File: src/rtl/i2c_unstick_pkg.sv
package i2c_unstick_pkg;

  typedef enum logic [2:0] {
    ST_IDLE = 3'd0,
    ST_WAIT = 3'd1,
    ST_LEAD = 3'd2,
    ST_HIGH = 3'd3,
    ST_LOW  = 3'd4,
    ST_TAIL = 3'd5,
    ST_FIN  = 3'd6
  } unstick_state_t;

endpackage

File: src/rtl/unstick_timer.sv
// Down-counting interval timer: a load of N reports expiry after N cycles.
module unstick_timer #(
  parameter int W = 8
) (
  input  logic         clk,
  input  logic         rst_n,
  input  logic         load_i,
  input  logic [W-1:0] val_i,
  output logic         expired_o
);

  logic [W-1:0] cnt_q;
  logic [W-1:0] cnt_d;
  logic         cnt_en;

  always_comb begin
    cnt_en = 1'b0;
    cnt_d  = cnt_q;
    if (load_i) begin
      cnt_en = 1'b1;
      cnt_d  = val_i - W'(1);
    end else if (cnt_q != '0) begin
      cnt_en = 1'b1;
      cnt_d  = cnt_q - W'(1);
    end
  end

  always_ff @(posedge clk or negedge rst_n) begin
    if (!rst_n) begin
      cnt_q <= '0;
    end else if (cnt_en) begin
      cnt_q <= cnt_d;
    end
  end

  assign expired_o = (cnt_q == '0);

endmodule

File: src/rtl/unstick_pulse_cnt.sv
// Counts recovery pulses and flags when the cap is reached.
module unstick_pulse_cnt #(
  parameter int MAX_PULSES = 10
) (
  input  logic clk,
  input  logic rst_n,
  input  logic clr_i,
  input  logic inc_i,
  output logic at_max_o
);

  localparam int PW = $clog2(MAX_PULSES + 1);

  logic [PW-1:0] num_q;
  logic [PW-1:0] num_d;
  logic          num_en;

  always_comb begin
    num_en = clr_i | inc_i;
    num_d  = clr_i ? '0 : (num_q + PW'(1));
  end

  always_ff @(posedge clk or negedge rst_n) begin
    if (!rst_n) begin
      num_q <= '0;
    end else if (num_en) begin
      num_q <= num_d;
    end
  end

  assign at_max_o = (num_q >= PW'(MAX_PULSES));

endmodule

File: src/rtl/unstick_ctrl.sv
// Sequence controller: wait window, decision, lead-low, pulse train, tail.
module unstick_ctrl
  import i2c_unstick_pkg::*;
#(
  parameter int HALF_CYC = 4,
  parameter int WAIT_CYC = 4000,
  parameter int TW       = 12
) (
  input  logic          clk,
  input  logic          rst_n,
  input  logic          start_i,
  input  logic          busy_i,
  input  logic          sda_i,
  input  logic          expired_i,
  input  logic          at_max_i,
  output logic          tmr_load_o,
  output logic [TW-1:0] tmr_val_o,
  output logic          pcnt_clr_o,
  output logic          pcnt_inc_o,
  output logic          scl_oe_o,
  output logic          own_o,
  output logic          done_o,
  output logic          ok_o
);

  localparam logic [TW-1:0] HALF_V = TW'(HALF_CYC);
  localparam logic [TW-1:0] WAIT_V = TW'(WAIT_CYC);

  unstick_state_t state_q, state_d;
  logic           ok_q, ok_d, ok_en;

  always_comb begin
    state_d    = state_q;
    tmr_load_o = 1'b0;
    tmr_val_o  = HALF_V;
    pcnt_clr_o = 1'b0;
    pcnt_inc_o = 1'b0;
    ok_en      = 1'b0;
    ok_d       = ok_q;
    unique case (state_q)
      ST_IDLE: begin
        if (start_i) begin
          state_d    = ST_WAIT;
          tmr_load_o = 1'b1;
          tmr_val_o  = WAIT_V;
          pcnt_clr_o = 1'b1;
        end
      end
      ST_WAIT: begin
        if (!busy_i && sda_i) begin
          state_d = ST_FIN;
          ok_en   = 1'b1;
          ok_d    = 1'b1;
        end else if (!busy_i || expired_i) begin
          state_d    = ST_LEAD;
          tmr_load_o = 1'b1;
        end
      end
      ST_LEAD, ST_LOW: begin
        if (expired_i) begin
          tmr_load_o = 1'b1;
          if (sda_i || at_max_i) begin
            state_d = ST_TAIL;
          end else begin
            state_d    = ST_HIGH;
            pcnt_inc_o = 1'b1;
          end
        end
      end
      ST_HIGH: begin
        if (expired_i) begin
          state_d    = ST_LOW;
          tmr_load_o = 1'b1;
        end
      end
      ST_TAIL: begin
        if (expired_i) begin
          state_d = ST_FIN;
          ok_en   = 1'b1;
          ok_d    = sda_i;
        end
      end
      ST_FIN:  state_d = ST_IDLE;
      default: state_d = ST_IDLE;
    endcase
  end

  always_ff @(posedge clk or negedge rst_n) begin
    if (!rst_n) begin
      state_q <= ST_IDLE;
    end else begin
      state_q <= state_d;
    end
  end

  always_ff @(posedge clk or negedge rst_n) begin
    if (!rst_n) begin
      ok_q <= 1'b0;
    end else if (ok_en) begin
      ok_q <= ok_d;
    end
  end

  assign own_o    = (state_q == ST_LEAD) || (state_q == ST_HIGH) ||
                    (state_q == ST_LOW)  || (state_q == ST_TAIL);
  assign scl_oe_o = (state_q == ST_LEAD) || (state_q == ST_LOW);
  assign done_o   = (state_q == ST_FIN);
  assign ok_o     = ok_q;

endmodule

File: src/rtl/i2c_unstick.sv
module i2c_unstick #(
  parameter int HALF_CYC   = 4,
  parameter int WAIT_POLLS = 1000,
  parameter int MAX_PULSES = 10
) (
  input  logic clk,
  input  logic rst_n,
  input  logic start_i,
  input  logic busy_i,
  input  logic sda_i,
  output logic scl_oe_o,
  output logic own_o,
  output logic done_o,
  output logic ok_o
);

  localparam int WAIT_CYC = WAIT_POLLS * HALF_CYC;
  localparam int TMR_MAX  = (WAIT_CYC > HALF_CYC) ? WAIT_CYC : HALF_CYC;
  localparam int TW       = $clog2(TMR_MAX + 1);

  logic          rst_s1_q, rst_s2_q;
  logic          rst_int_n;
  logic          tmr_load, expired, pcnt_clr, pcnt_inc, at_max;
  logic [TW-1:0] tmr_val;

  always_ff @(posedge clk or negedge rst_n) begin
    if (!rst_n) begin
      rst_s1_q <= 1'b0;
      rst_s2_q <= 1'b0;
    end else begin
      rst_s1_q <= 1'b1;
      rst_s2_q <= rst_s1_q;
    end
  end
  assign rst_int_n = rst_s2_q;

  unstick_timer #(.W(TW)) u_timer (
    .clk       (clk),
    .rst_n     (rst_int_n),
    .load_i    (tmr_load),
    .val_i     (tmr_val),
    .expired_o (expired)
  );

  unstick_pulse_cnt #(.MAX_PULSES(MAX_PULSES)) u_pcnt (
    .clk      (clk),
    .rst_n    (rst_int_n),
    .clr_i    (pcnt_clr),
    .inc_i    (pcnt_inc),
    .at_max_o (at_max)
  );

  unstick_ctrl #(
    .HALF_CYC (HALF_CYC),
    .WAIT_CYC (WAIT_CYC),
    .TW       (TW)
  ) u_ctrl (
    .clk        (clk),
    .rst_n      (rst_int_n),
    .start_i    (start_i),
    .busy_i     (busy_i),
    .sda_i      (sda_i),
    .expired_i  (expired),
    .at_max_i   (at_max),
    .tmr_load_o (tmr_load),
    .tmr_val_o  (tmr_val),
    .pcnt_clr_o (pcnt_clr),
    .pcnt_inc_o (pcnt_inc),
    .scl_oe_o   (scl_oe_o),
    .own_o      (own_o),
    .done_o     (done_o),
    .ok_o       (ok_o)
  );

endmodule

File: config.mk
export PLATFORM = sky130hd
export DESIGN_NAME = i2c_unstick
export DESIGN_NICKNAME = d
export VERILOG_FILES = /design/src/rtl/i2c_unstick_pkg.sv /design/src/rtl/unstick_timer.sv /design/src/rtl/unstick_pulse_cnt.sv /design/src/rtl/unstick_ctrl.sv /design/src/rtl/i2c_unstick.sv
export SDC_FILE = /design/constraint.sdc
export NUM_CORES = 1
export LEC_CHECK = 0
export BUFFER_PORTS_ARGS = -buffer_cell sky130_fd_sc_hd__buf_4
export CAP_MARGIN = 10
export CORE_MARGIN = 2
export CORE_UTILIZATION = 61
export CTS_BUF_LIST = sky130_fd_sc_hd__clkbuf_8
export CTS_CLUSTER_SIZE = 12
export DETAILED_ROUTE_END_ITERATION = 6
export PLACE_DENSITY_LB_ADDON = 0.1
export SYNTH_ARGS = -nofsm -noshare
export SYNTH_HDL_FRONTEND = slang
export SYNTH_SLANG_ARGS = --single-unit
File: constraint.sdc
create_clock -name clk -period 1.4 [get_ports clk]
set_input_delay 0.28 -clock clk [delete_from_list [all_inputs] [get_ports clk]]
set_output_delay 0.28 -clock clk [all_outputs]
set_load 0.02 [all_outputs]
==> impl_summary.md, run 1 <==
Synthesis
The sequential-to-total area share from yosys stat is 0.4356. The Yosys step of the flow raised 0 warnings. The synthesized area is 1264 um^2. In this run, synthesis produced a sequential element count of 22. The synthesized net count is roughly 140. The mean post-synth cell area is 9.873 um^2.

The most used flip-flop cell after synthesis is sky130_fd_sc_hd__dfrtp_1. The synthesized design contains 0 enable-type register cells. The distinct cell type count after synthesis is 46. Counting every instance in the synthesized netlist gives 128. The proportion of synthesized flip-flops having asynchronous set or reset is 1.000.

Placed design
Routability-driven placement finished with a final weighted congestion of roughly 0.84. The number of port buffers is 8. Once detailed placement completed, the half-perimeter wirelength came to 2452 um.

Die
The initialized floorplan defines 16 standard-cell rows. The initial utilization of the core area, before any placement, comes to 0.6441. The number of primary I/O pins is 9. From left edge to right edge, the die measures 49.52 um. The floorplan step set the die height to just under 50 um.

Clock tree
The number of cells upsized or downsized after cts is 23. The H-tree depth reported by CTS is 1. In this run the clock root is driven by a sky130_fd_sc_hd__clkbuf_8. The number of buffers on the longest clock path is 2.

The tree built by TritonCTS fans out to 22 sinks. The number of CTS-inserted buffers is 3. Buffers inserted to repair hold after CTS numbered 1. The number of buffers inserted by post-CTS setup repair is 15.

Run status
The failing step is clock tree synthesis (4_1_cts). The flow did not finish. The first error in the log reads "[ERROR DPL-0033] detailed placement checks failed during check placement".
[logic make-up after synthesis]
family | synth area share
AND/OR/NAND/NOR | 0.2584
buffers and inverters | 0.03366
XOR/XNOR | 0.05545
other | 0.002967
adder cells (fa/ha/maj) | 0.02971
AO/OA/AOI/OAI | 0.1763
multiplexers | 0.007921
flip-flops | 0.4356
[per-stage QoR]
step / TNS (ns) / setup slack, ns / hold WS (ns) / cell area (um^2) / cells
after floorplan: -6.874 / -1.267 / -0.01559 / 1350 / 128
after global placement: -7.488 / -1.096 / 0.06142 / 1693 / 195
after detailed placement: -8.902 / -1.227 / 0.06296 / 1693 / 195
[synthesized netlist by cell type, drive strengths merged, types with 2 or more instances]
cell / count / area (um^2)
nor3: 9 / 71.32
buf: 4 / 25.02
xor2: 3 / 26.28
dfrtp: 22 / 550.5
nand4: 2 / 27.53
nor2: 8 / 32.54
nand2: 10 / 37.54
ha: 3 / 37.54
xnor2: 5 / 43.79
a21oi: 13 / 68.82
nand3: 6 / 30.03
nand2b: 6 / 37.54
o21ai: 8 / 40.04
inv: 3 / 13.77
or3: 2 / 12.51
nor2b: 3 / 21.27
==> run 2, diff against run 1 <==
--- a/config.mk
+++ b/config.mk
@@ -7,12 +7,10 @@
 export LEC_CHECK = 0
 export BUFFER_PORTS_ARGS = -buffer_cell sky130_fd_sc_hd__buf_4
 export CAP_MARGIN = 10
-export CORE_MARGIN = 2
-export CORE_UTILIZATION = 61
-export CTS_BUF_LIST = sky130_fd_sc_hd__clkbuf_8
-export CTS_CLUSTER_SIZE = 12
+export CORE_AREA = 2 2 63 65
 export DETAILED_ROUTE_END_ITERATION = 6
-export PLACE_DENSITY_LB_ADDON = 0.1
+export DIE_AREA = 0 0 65 67
+export PLACE_DENSITY_LB_ADDON = 0.15
 export SYNTH_ARGS = -nofsm -noshare
 export SYNTH_HDL_FRONTEND = slang
 export SYNTH_SLANG_ARGS = --single-unit
==> impl_summary.md, run 2 <==
STA
The share of the cycle needed by the critical path after routing is 1.845. Across all setup checks in the final design, the least slack found is -1.183 ns. The final count of pins violating max slew came to 0. The highest achievable clock rate is between 300 and 400 MHz. The shortest period the worst path allows is 2.583 ns. Between clock sinks in the finished design, the worst skew comes to approximately 0.0036 ns.

The count of endpoints failing hold in the final timing report came to 0. Hold timing on the final database bottoms out at a slack of around 0.21 ns. Setup repair after global routing could not meet its margin everywhere. Setup violations remaining at the end of the flow were counted as 23.

Synthesis
The leading cell type by number of instances after synthesis is sky130_fd_sc_hd__dfrtp_1. The distinct cell type count after synthesis is 46. The primary flip-flop cell chosen by synthesis mapping is sky130_fd_sc_hd__dfrtp_1.

The instance count of the mapped netlist is 128. The share of synthesized area in the top cell type comes to 0.4356. The number of warning messages in the yosys log is 0. The mean post-synth cell area is 9.873 um^2. Counting instances in the post-synthesis netlist gives the leading cell types as 22 x sky130_fd_sc_hd__dfrtp_1, 12 x sky130_fd_sc_hd__a21oi_1, 10 x sky130_fd_sc_hd__nand2_1. The cell taking the most area after synthesis is sky130_fd_sc_hd__dfrtp_1.

The synthesized area is 1264 um^2. The flip-flop and latch count after synthesis is 22. The synthesized net count is 136. Sorting the synthesized cells by area gives the leading types as sky130_fd_sc_hd__dfrtp_1 44%, sky130_fd_sc_hd__a21oi_1 4.8%, sky130_fd_sc_hd__xnor2_1 3.5%, sky130_fd_sc_hd__ha_1 3.0%, sky130_fd_sc_hd__nand2_1 3.0%. Of the synthesized area, sequential elements account for 0.4356. The proportion of synthesized flip-flops having asynchronous set or reset is 1.000. Counting flops with a built-in enable in the synthesized netlist gives 0.

Worst setup path
The data required time of the worst path is ~1.6 ns. For the worst setup path, the data arrival time is around 2.8 ns. The worst setup path is launched from a register. The setup check on the worst reg-to-reg path leaves a slack of -1.18 ns. The category of the critical setup timing path is reg2reg. In this run the critical register-to-register path is launched from u_ctrl.state_q[1]. Of all nets on the critical path, the largest fanout is 3. The worst register-to-register path ends at u_timer.cnt_q[10]. The worst setup path is captured at a register. The number of cells on the worst reg-to-reg path is 11.

Power
The analysis attributes to cell leakage a power of slightly above 0.9 nW. The reported net switching power is around 1.6 mW. Of the total power, registers draw 0.253.

Of the total power, the share spent switching nets is 0.3910. The total internal power is roughly 2.6 mW. The share of total power dissipated in combinational logic is 0.603. The clock network fraction of total power is 0.144. The ratio of total power to cell area is approximately 2000 nW/um^2. The worst-case IR drop observed on VDD is 1.136 mV.

Drt
The average wire per cell in the routed design is approximately 14 um. The starting DRC count in detailed routing is 17. Dividing the detail-routed via count by the number of cells gives ~5. The post-route DRC violation count is 0. For this block, the via count after detailed routing is between 1000 and 1500. The count of TritonRoute iterations in the first routing pass is 4. The routed wire length is approximately 3300 um. The post-route antenna net violation count is 0.

Cells and area
The largest registers in the layout are u_timer.cnt_q: 12 flops, u_pcnt.num_q: 4 flops, u_ctrl.state_q: 3 flops. The library cell used most frequently in the layout, excluding fill and tap cells, is sky130_fd_sc_hd__buf_4. Compared with the post-synthesis result, the final layout area differs by 63.86%. Once layout is complete, the utilization of the core stands at 0.5743. The most flop-heavy register is u_timer.cnt_q. In the final layout, the share of cells above drive strength 1 is 0.5397. In the layout the commonest cells are 52 x sky130_fd_sc_hd__buf_4, 22 x sky130_fd_sc_hd__dfrtp_1, 11 x sky130_fd_sc_hd__a21oi_1, 9 x sky130_fd_sc_hd__buf_6. The final-stage net count is between 150 and 200. The number of antenna diodes in the final layout is 0. The register with the most flip-flops in the layout has 12 of them.

Placed design
The number of port buffers is 8. The wire-length estimate of the detail-placed layout is roughly 2200 um. Timing analysis after detailed placement gives a worst setup slack of -1.201 ns. The congestion estimate from routability-driven global placement came to between 0.8 and 0.9.

Clock tree
The insertion delay to the later sink of the worst-skew pair is between 0.2 and 0.3 ns. Counting the buffers created by CTS gives 3. CTS built an H-tree with a depth of 1.

TritonCTS built the clock tree. The CTS root buffer is sky130_fd_sc_hd__clkbuf_8. Clock-pin slew was measured on the worst setup and hold paths at roughly 0.080 ns. The clock drives 22 sinks. The number of buffers on the longest clock path is 2.

Global route
For this run, the total global-route usage over all layers was measured as 0.1682. The via count of the first global-routing pass is around 1200. The pin count of the biggest net entering global routing is 21.

The remaining global-route overflow is 0. The wire length of the first global-routing pass is 5375 um. The number of antenna violations at the first check in global routing is 0.

Die
The starting density of the core is 0.3505. The total area inside the core boundary comes to 3606 um^2. The x dimension of the die is 65 um. The die covers roughly 4400 um^2.

For this design the top-level I/O count stands at 9. The floorplan row count is 22. Measured along the y axis, the die boundary spans 67 um.

Worst hold path
The path class of the tightest hold or removal check is reg2async.

Flow run
Max-cap violations in this run came to 0.

Run status
The flow ran to the end, but the final reports show violations. The checks that failed: negative setup slack.
==> run 2: cells by family (layout without fill, tap and decap cells) <==
family          count (synthesis)  count (layout)  synth area share
xor+xnor                        8               8           0.05545
fa+ha+maj                       3               3           0.02971
simple gates                   52              52            0.2584
buf+inv                         8              69           0.03366
flops                          22              22            0.4356
other cells                     1               1          0.002967
compound gates                 33              33            0.1763
mux                             1               1          0.007921
==> run 2: critical path, cell delays in order, from the launching register on <==
cell and delay (ns):
sky130_fd_sc_hd__dfrtp_1 0.40, sky130_fd_sc_hd__nand2b_4 0.15, sky130_fd_sc_hd__or4_4 0.43, sky130_fd_sc_hd__a221oi_4 0.30
sky130_fd_sc_hd__nor2b_2 0.10, sky130_fd_sc_hd__nand2_2 0.10, sky130_fd_sc_hd__ha_4 0.14, sky130_fd_sc_hd__nor4b_4 0.19
sky130_fd_sc_hd__nand2_1 0.10, sky130_fd_sc_hd__or3_1 0.32, sky130_fd_sc_hd__xor2_1 0.15, sky130_fd_sc_hd__a21oi_1 0.14
==> run 2: layer usage <==
layer	GRT usage	vias to the layer above	part of all wire
li1	-	577	-
met1	0.2025	570	0.44
met2	0.2861	13	0.52
met3	0.03716	6	0.022
met4	0.07713	0	0.019
met5	0	-	0
==> run 2: power groups by stage <==
stage | Sequential, mW | Combinational (mW) | Clock [mW]
2_1_floorplan | 1.12 | 1.18 | 0
3_3_place_gp | 1.05 | 1.98 | 0
3_5_place_dp | 1.05 | 2.03 | 0
4_1_cts | 1.06 | 2.29 | 0.623
5_1_grt | 1.09 | 2.77 | 0.655
6_report | 1.07 | 2.54 | 0.608
==> run 2: metrics by stage <==
| step | power, mW | cells | setup TNS (ns) | area (um^2) |
|---|---|---|---|---|
| global route | 4.512 | 237 | -11.96 | 2071 |
| finish | 4.220 | 237 | -10.06 | 2071 |
| floorplan | 2.301 | 128 | -6.874 | 1350 |
| CTS | 3.965 | 229 | -9.239 | 1963 |
| detailed placement | 3.073 | 217 | -8.876 | 1727 |
| global placement | 3.032 | 217 | -8.168 | 1727 |
==> run 2: cell type report <==
| type | instances | area (um^2) |
|---|---|---|
| Timing Repair Buffer | 62 | 501.7 |
| Inverter | 3 | 13.76 |
| Multi-Input combinational cell | 98 | 873.3 |
| Clock inverter | 1 | 30.03 |
| Clock buffer | 3 | 41.29 |
| Tap cell | 48 | 60.06 |
| Fill cell | 321 | 1535 |
| Sequential cell | 22 | 550.5 |
==> run 2: worst max-delay path by stage <==
stage,startpoint,to
detailed placement,u_ctrl.state_q[1],u_timer.cnt_q[10]
floorplan,u_ctrl.state_q[1],u_timer.cnt_q[10]
global placement,u_ctrl.state_q[1],u_timer.cnt_q[10]
CTS,u_ctrl.state_q[1],u_timer.cnt_q[10]
global route,u_ctrl.state_q[1],u_timer.cnt_q[10]
finish,u_ctrl.state_q[1],u_timer.cnt_q[10]
==> run 2: repair_timing <==
action / CTS / global route
resized for setup: 22 / 11
hold buffers: 1 / 0
buffers inserted: 9 / 11
pin swaps: 22 / 17
endpoints found under the hold margin: 2 / 0
endpoints found under the setup margin: 23 / 23
(Power assumes the default switching activity.)
==> run 3, diff against run 2 <==
--- a/config.mk
+++ b/config.mk
@@ -5,6 +5,7 @@
 export SDC_FILE = /design/constraint.sdc
 export NUM_CORES = 1
 export LEC_CHECK = 0
+export ABC_AREA = 1
 export BUFFER_PORTS_ARGS = -buffer_cell sky130_fd_sc_hd__buf_4
 export CAP_MARGIN = 10
 export CORE_AREA = 2 2 63 65
==> impl_summary.md, run 3 <==
Run status
The flow ran to the end, but the final reports show violations. The checks that failed: negative setup slack.

Synthesis
The leading cell type by number of instances after synthesis is sky130_fd_sc_hd__nand2_1. Of the total synthesized cell area, the portion taken by full adders, half adders and majority gates is 0.02632. The distinct cell type count after synthesis is 32. Of the total synthesized cell area, the portion taken by XOR and XNOR cells is 0.01842. A synthesized cell averages 7.391 um^2. The instance count of the mapped netlist is approximately 190. Measured against the total synthesized area, the mux share comes to 0. For this run, the leading register cell type out of synthesis is sky130_fd_sc_hd__dfrtp_1.

For this run, the number of Yosys warnings is 0. Sorting the synthesized cells by area gives the leading types as sky130_fd_sc_hd__dfrtp_1 39%, sky130_fd_sc_hd__nand2_1 11%, sky130_fd_sc_hd__inv_1 7.9%, sky130_fd_sc_hd__nor2_1 6.8%, sky130_fd_sc_hd__o21ai_0 3.5%. By area, the combinational part of the netlist is dominated by simple AND/OR/NAND/NOR gates.

In this run, synthesis produced a sequential element count of 22. The cell taking the most area after synthesis is sky130_fd_sc_hd__dfrtp_1. After synthesis, the most frequently instantiated cells are 40 x sky130_fd_sc_hd__nand2_1, 30 x sky130_fd_sc_hd__inv_1, 26 x sky130_fd_sc_hd__nor2_1. The sequential-to-total area share from yosys stat is 0.3860. After synthesis the cells add up to about 1400 um^2.

The area fraction in and, or, nand and nor cells after synthesis is 0.3114. Counting flops with a built-in enable in the synthesized netlist gives 0. The post-synthesis compound-gate area fraction was 0.1561. For this run, asynchronously set or reset flops after synthesis account for 1.000. The proportion of netlist area held by the largest area contributor is 0.3860. Synthesis produced a netlist with a net count of approximately 200.

Placed design
The weighted congestion reported at the end of routability-driven placement is a little over 0.9. The worst setup slack after placement is -0.6063 ns. The number of port buffers is 8. Summed over all nets, the half-perimeter wirelength after detailed placement is 2856 um.

Worst setup path
The critical-path maximum fanout is 3. The signal on the critical path passes through nor2_2 > nand2_2 > nor2_4 > nand2_4 > nand2_4 > nand2_4 > nand2_4 > nor2_2 > inv_2 > ha_4 > o2111ai_4 > buf_4 > buf_4 > a21oi_1. The origin of the critical flop-to-flop path is u_timer.cnt_q[8]. Grouping stages by cell kind, the critical path spends the most delay in simple AND/OR/NAND/NOR gates.

The worst setup path is captured at a register. At the worst endpoint, the arrival time is about 2.1 ns. The number of cells on the worst reg-to-reg path is 14. The category of the critical setup timing path is reg2reg.

The largest single stage delay on the critical path is about 0.4 ns. The cell that appears most often on the critical path is sky130_fd_sc_hd__nand2_4. The launching element type of the critical path is a register. In this run the worst setup path begins at u_timer.cnt_q[8]. In this run the number of cells on the critical path is 14. The worst-path cell with the longest stage delay is sky130_fd_sc_hd__dfrtp_1. Counting both buffers and inverters, the worst setup path holds a total of 3. The data required time of the worst path is 1.60 ns.

Power
The reported net switching power is ~2.5 mW. Of the total power, registers draw 0.189. Summed over all cells, the static leakage comes to approximately 1.2 nW. The maximum vdd drop is 0.8691 mV. The internal power of the cells totals 3.127 mW. The ratio of total power to cell area is roughly 2300 nW/um^2. The clock network fraction of total power is 0.073. The share of total power dissipated in combinational logic is 0.738. The switching portion of total power is 0.4464.

STA
Setup violations remaining at the end of the flow were counted as 23. The shortest period the worst path allows is slightly below 2 ns. Static timing analysis puts the maximum clock frequency at 518.7 MHz. Setup repair after global routing could not meet its margin everywhere. Of the available clock period, the critical path in the final layout requires 1.377. The count of endpoints failing hold in the final timing report came to 0. The worst setup slack after layout is -0.5280 ns.

The setup clock skew after layout is approximately 0.011 ns. The final count of pins violating max slew was 0.

Cells and area
The number of antenna repair diodes is 0. The library cell used most frequently in the layout, excluding fill and tap cells, is sky130_fd_sc_hd__buf_4. The register with the most flip-flops in the layout has 12 of them. The most flop-heavy register is u_timer.cnt_q. The library cells used most frequently in the layout, excluding fill and tap cells, are 62 x sky130_fd_sc_hd__buf_4, 24 x sky130_fd_sc_hd__nand2_1, 20 x sky130_fd_sc_hd__inv_1, 19 x sky130_fd_sc_hd__dfrtp_1, 16 x sky130_fd_sc_hd__nor2_1. The largest registers in the layout are u_timer.cnt_q: 12 flops, u_pcnt.num_q: 4 flops, u_ctrl.state_q: 3 flops.

In the final layout, the share of cells above drive strength 1 is 0.6074. The layout overhead on the synthesized area is 71.23%. Measured on the finished design, the core utilization comes to 0.6773. The net count of the finished layout is 280.

Drt
In the detailed route, the total length drawn on met2 is just over 2000 um. The post-route DRC violation count is 0. The routed layout has 1512 vias.

The starting DRC count in detailed routing is 80. Routed signal wires occupy layers up through met4. In the final routed layout, each cell accounts on average for between 10 and 15 um. The number of vias per cell is around 4.8.

For this run, the detailed router's first-pass iteration total came to 4. The wire length on met1 is approximately 1800 um. Summed over all nets, wire length on met3 after detailed routing comes to 63 um.

In this run the remaining antenna-violating nets after routing total 0. The final layout contains routed wiring with a total length of 3951 um.

Global route
Global routing finished with a remaining overflow of 0. In the global route stage, overall resource usage came out at 0.2053. The pin count of the biggest net entering global routing is 14.

The wire length of the first global-routing pass is 6734 um. The number of antenna violations at the first check in global routing came to 0. The via count of the first global-routing pass is 1517.

Clock tree
The clock tree from TritonCTS is yes. Counting along the longest clock path gives a buffer depth of 2. Clock-pin slew was measured on the worst setup and hold paths at around 0.09 ns.

The clock net in this run drives a total of 22 sinks. The CTS root buffer is sky130_fd_sc_hd__clkbuf_8. Counting the buffers created by CTS gives 3. The H-tree depth reported by CTS is 1. The insertion delay to the later sink of the worst-skew pair is around 0.28 ns.

Die
The die area is about 4400 um^2. The floorplan row count is 22. The total area inside the core boundary comes to 3606 um^2. The starting density of the core is 0.3956.

Measured along the y axis, the die boundary spans between 60 and 70 um. The die is between 60 and 70 um wide. During I/O placement, the number of pins put on the boundary was 9.

Worst hold path
The min-delay analysis places its worst path in the category reg2async.

Flow run
The number of max-cap violations is 0.
[run 3: power groups by stage]
stage	Clock [mW]	Combinational [mW]	Sequential (mW)
2_1_floorplan	0	1.83	1.08
3_3_place_gp	0	3.01	1.04
3_5_place_dp	0	3.07	1.05
4_1_cts	0.417	3.57	1.05
5_1_grt	0.434	4.56	1.10
6_report	0.415	4.17	1.07
[run 3: worst paths after layout]
path                            slack (ns)                 to
worst max register to register       -0.53   u_timer.cnt_q[2]
worst min register to register        0.14    u_pcnt.num_q[2]
worst max-delay path                 -0.53   u_timer.cnt_q[2]
worst min-delay path                  0.14    u_pcnt.num_q[2]
max in group asynchronous             0.76  u_ctrl.state_q[0]
min in group clk                      0.35          rst_int_n
[run 3: area by class of cell]
cell class / instances / area [um^2]
multi-input cells: 134 / 1041
repair buffers: 74 / 599.3
clock buffers: 3 / 41.29
flip-flops and latches: 22 / 554.3
well taps: 48 / 60.06
fillers: 292 / 1164
inverters: 37 / 146.4
[run 3: cells by family (layout without fill, tap and decap cells)]
logic type      after synthesis  in the layout
compound gates               34             34
xor+xnor                      3              3
fa+ha+maj                     3              3
buf+inv                      37            114
flops                        22             22
other cells                   1              1
simple gates                 93             93
[run 3: stage by stage]
stage	cells	setup TNS, ns	cell area, um^2	hold slack [ns]	total power [mW]
global route	318	-9.208	2442	0.1618	6.092
CTS	309	-7.665	2230	0.1495	5.030
global placement	299	-6.066	2012	0.06171	4.050
finish	318	-7.167	2442	0.1388	5.649
detailed placement	299	-7.195	2012	0.06346	4.123
floorplan	193	-4.186	1516	-0.01559	2.911
[run 3: timing repair]
| action | in CTS | in global routing |
|---|---|---|
| gates resized for setup | 34 | 45 |
| hold endpoints to repair | 2 | 0 |
| setup buffers | 9 | 10 |
| pin swaps | 18 | 15 |
| hold buffers | 1 | 0 |
| setup endpoints to repair | 23 | 23 |
[run 3: routing by layer]
| layer | GRT usage | vias up |
|---|---|---|
| met4 | 0.07979 | 0 |
| met3 | 0.02027 | 5 |
| met1 | 0.2576 | 715 |
| li1 | - | 774 |
| met5 | 0 | - |
| met2 | 0.3621 | 18 |
==> run 4, diff against run 3 <==
--- a/config.mk
+++ b/config.mk
@@ -11,6 +11,8 @@
 export CORE_AREA = 2 2 63 65
 export DETAILED_ROUTE_END_ITERATION = 6
 export DIE_AREA = 0 0 65 67
+export GPL_TIMING_DRIVEN = 0
+export MAX_ROUTING_LAYER = met4
 export PLACE_DENSITY_LB_ADDON = 0.15
 export SYNTH_ARGS = -nofsm -noshare
 export SYNTH_HDL_FRONTEND = slang
==> impl_summary.md, run 4 (synthesis gave the netlist of run 3 again) <==
Run status
The run finished, with violations left. The final reports fail on negative setup slack.

Worst setup path
The flop-to-flop setup slack is -0.62 ns. The critical-path maximum fanout is 5. For the worst setup path, the data arrival time is 2.18 ns. The number of cells on the worst reg-to-reg path is 15. The capturing element type of the critical path is a register. The worst setup path is of the reg2reg kind.

STA puts the critical path data required time at approximately 1.6 ns. STA classifies the critical path startpoint as a register.

STA
The share of the cycle needed by the critical path after routing is 1.441. Clock skew on the completed layout was measured at slightly below 0.008 ns. On the final layout, the worst hold slack is 0.3242 ns. Setup repair after global routing could not meet its margin everywhere.

In this run the tightest slew margin relative to its limit is 0.4262. The final count of pins violating max slew was 0. The worst-margin pin slew is roughly 0.86 ns. The count of endpoints failing hold in the final timing report was 0. The number of setup violations in the final report is 23. The smallest clock period supported by the final layout is computed as a little over 2 ns. Once routing completed, OpenROAD measured the worst setup slack at -0.6173 ns. The total negative slack for setup checks is -8.836 ns. Based on the critical path, the design can be clocked at up to approximately 500 MHz.

Placed design
The weighted congestion reported at the end of routability-driven placement is a little over 0.8. The half-perimeter wire length after placement is between 2000 and 2500 um. The cell total after placement is roughly 250. During placement, the flow inserted port buffers numbering 8.

Cells and area
The number of flip-flops in the largest register is 12. Leaving out fill and tap cells, the most frequent cells in the layout are 29 x sky130_fd_sc_hd__buf_4, 28 x sky130_fd_sc_hd__nand2_1, 19 x sky130_fd_sc_hd__dfrtp_1, 18 x sky130_fd_sc_hd__inv_1, 15 x sky130_fd_sc_hd__nor2_1. In the final layout, the registers with the most flip-flops are u_timer.cnt_q: 12 flops, u_pcnt.num_q: 4 flops, u_ctrl.state_q: 3 flops.

0 antenna diodes ended up in the layout. The most flop-heavy register is u_timer.cnt_q. Once layout is complete, the utilization of the core stands at 0.6107. The most common library cell in the layout ignoring fill and taps is sky130_fd_sc_hd__buf_4. Of the cells placed in the final design, the portion with a size suffix greater than 1 is 0.5504. The number of standard cells in the final layout excluding fillers is 286. The layout overhead on the synthesized area is 54.39%. The number of filler instances in the final layout is around 310. For this run, the post-layout net count is roughly 250.

Global route
The first global-routing pass estimated roughly 6200 um of wire. Across every metal layer, demand over resource in global routing totals 0.1924. The via count of the first global-routing pass is between 1000 and 1500. The number of antenna violations at the first check in global routing is 0. The pin count of the biggest net entering global routing is 21. After global routing the overflow that remains totals 0.

Clock tree
TritonCTS built the clock tree. CTS built an H-tree with a depth of 1. The number of CTS-inserted buffers is 3. After clock tree synthesis, the clock-pin slew on the worst setup and hold paths is 0.09 ns. The CTS root buffer is sky130_fd_sc_hd__clkbuf_8. The number of buffers on the longest clock path is 2. The tree built by TritonCTS fans out to 22 sinks. The insertion delay to the later sink of the worst-skew pair is 0.27 ns.

Drt
The count of TritonRoute iterations in the first routing pass is 4. The final route contains between 1000 and 1500 vias. The post-route antenna net violation count is 0. After detailed routing, the number of remaining DRC violations is 0. The number of vias per cell is between 4 and 5. The routed wire length is about 4000 um. The first routing iteration left 33 violations. After detailed routing, the average wire length per cell comes to 13.76 um.

Die
The starting density of the core is 0.3956. From left edge to right edge, the die measures 65 um. The floorplan row count is 22.

The number of primary I/O pins is 9. The die covers between 4000 and 5000 um^2. Measured along the y axis, the die boundary spans roughly 67 um.

The core footprint is 3606 um^2.

Worst hold path
The tightest min-delay check is of the in2async type.

Power
In this run the power density over the cells is around 2300 nW/um^2. For this design the static power due to leakage is 1.044 nW. After layout, the design draws a total of between 5 and 6 mW. Across the VDD grid, the largest voltage drop is between 1 and 1.5 mV.

Flow run
The number of max-cap violations is 0.
## run 4: cell types whose count changed in the layout (fill, tap and decap cells not counted), sizes merged
cell / before / now
clkbuf: 3 / 4
buf: 73 / 40
## run 4: final cells by class
| class | instances | area, um^2 | share of cell area |
|---|---|---|---|
| repair buffers | 41 | 355.3 | 0.1614 |
| flip-flops and latches | 22 | 554.3 | 0.2517 |
| inverters | 37 | 148.9 | 0.06761 |
| multi-input cells | 134 | 1028 | 0.4670 |
| well taps | 48 | 60.06 | 0.02727 |
| clock buffers | 4 | 55.05 | 0.02500 |
## run 4: power breakdown
group          internal [mW]  switching [mW]
clock                  0.251           0.217
sequential             0.889           0.207
combinational           1.57            1.91
total                   2.71            2.33
## run 4: timing repair
action	in CTS	in global routing
hold buffers	1	0
setup endpoints to repair	23	23
buffers inserted	18	14
gates resized for setup	28	47
pin swaps	15	22
hold endpoints to repair	2	0
## run 4: critical path, cell delays in order (launching register included)
cell and delay (ns):
sky130_fd_sc_hd__dfrtp_2 0.45, sky130_fd_sc_hd__nor2_1 0.11, sky130_fd_sc_hd__nand2_1 0.10, sky130_fd_sc_hd__nor2_4 0.18, sky130_fd_sc_hd__nand2_4 0.08, sky130_fd_sc_hd__nand2_4 0.09
sky130_fd_sc_hd__nand2_8 0.07, sky130_fd_sc_hd__nand2_8 0.08, sky130_fd_sc_hd__inv_4 0.05, sky130_fd_sc_hd__nand2_4 0.05, sky130_fd_sc_hd__ha_4 0.14, sky130_fd_sc_hd__o2111ai_4 0.12
sky130_fd_sc_hd__nor2_4 0.17, sky130_fd_sc_hd__nand4_1 0.10, sky130_fd_sc_hd__nand2_1 0.08, sky130_fd_sc_hd__nor2_1 0.04
## run 4: routing by layer
layer,global-route usage,routed length [um],up-vias
met3,0.03041,75,4
met5,-,0,-
met1,0.2246,1750,681
met2,0.3376,2065,11
met4,0.06649,42,0
li1,-,-,706
## run 4: worst paths after layout
kind / start / endpoint
worst max register to register: u_timer.cnt_q[3] / u_timer.cnt_q[10]
max in group asynchronous: rst_int_n / u_ctrl.state_q[2]
worst min register to register: rst_int_n / u_timer.cnt_q[4]
min in group clk: sda_i / u_ctrl.ok_o
worst max-delay path: u_timer.cnt_q[3] / u_timer.cnt_q[10]
worst min-delay path: rst_n / rst_int_n
## run 4: stage by stage
stage	instance area, um^2	setup slack, ns
final	2202	-0.6173
after global routing	2202	-0.7800
after CTS	1949	-0.6004
after detailed placement	1637	-0.8379
after global placement	1637	-0.8037
after floorplan	1516	-0.5752
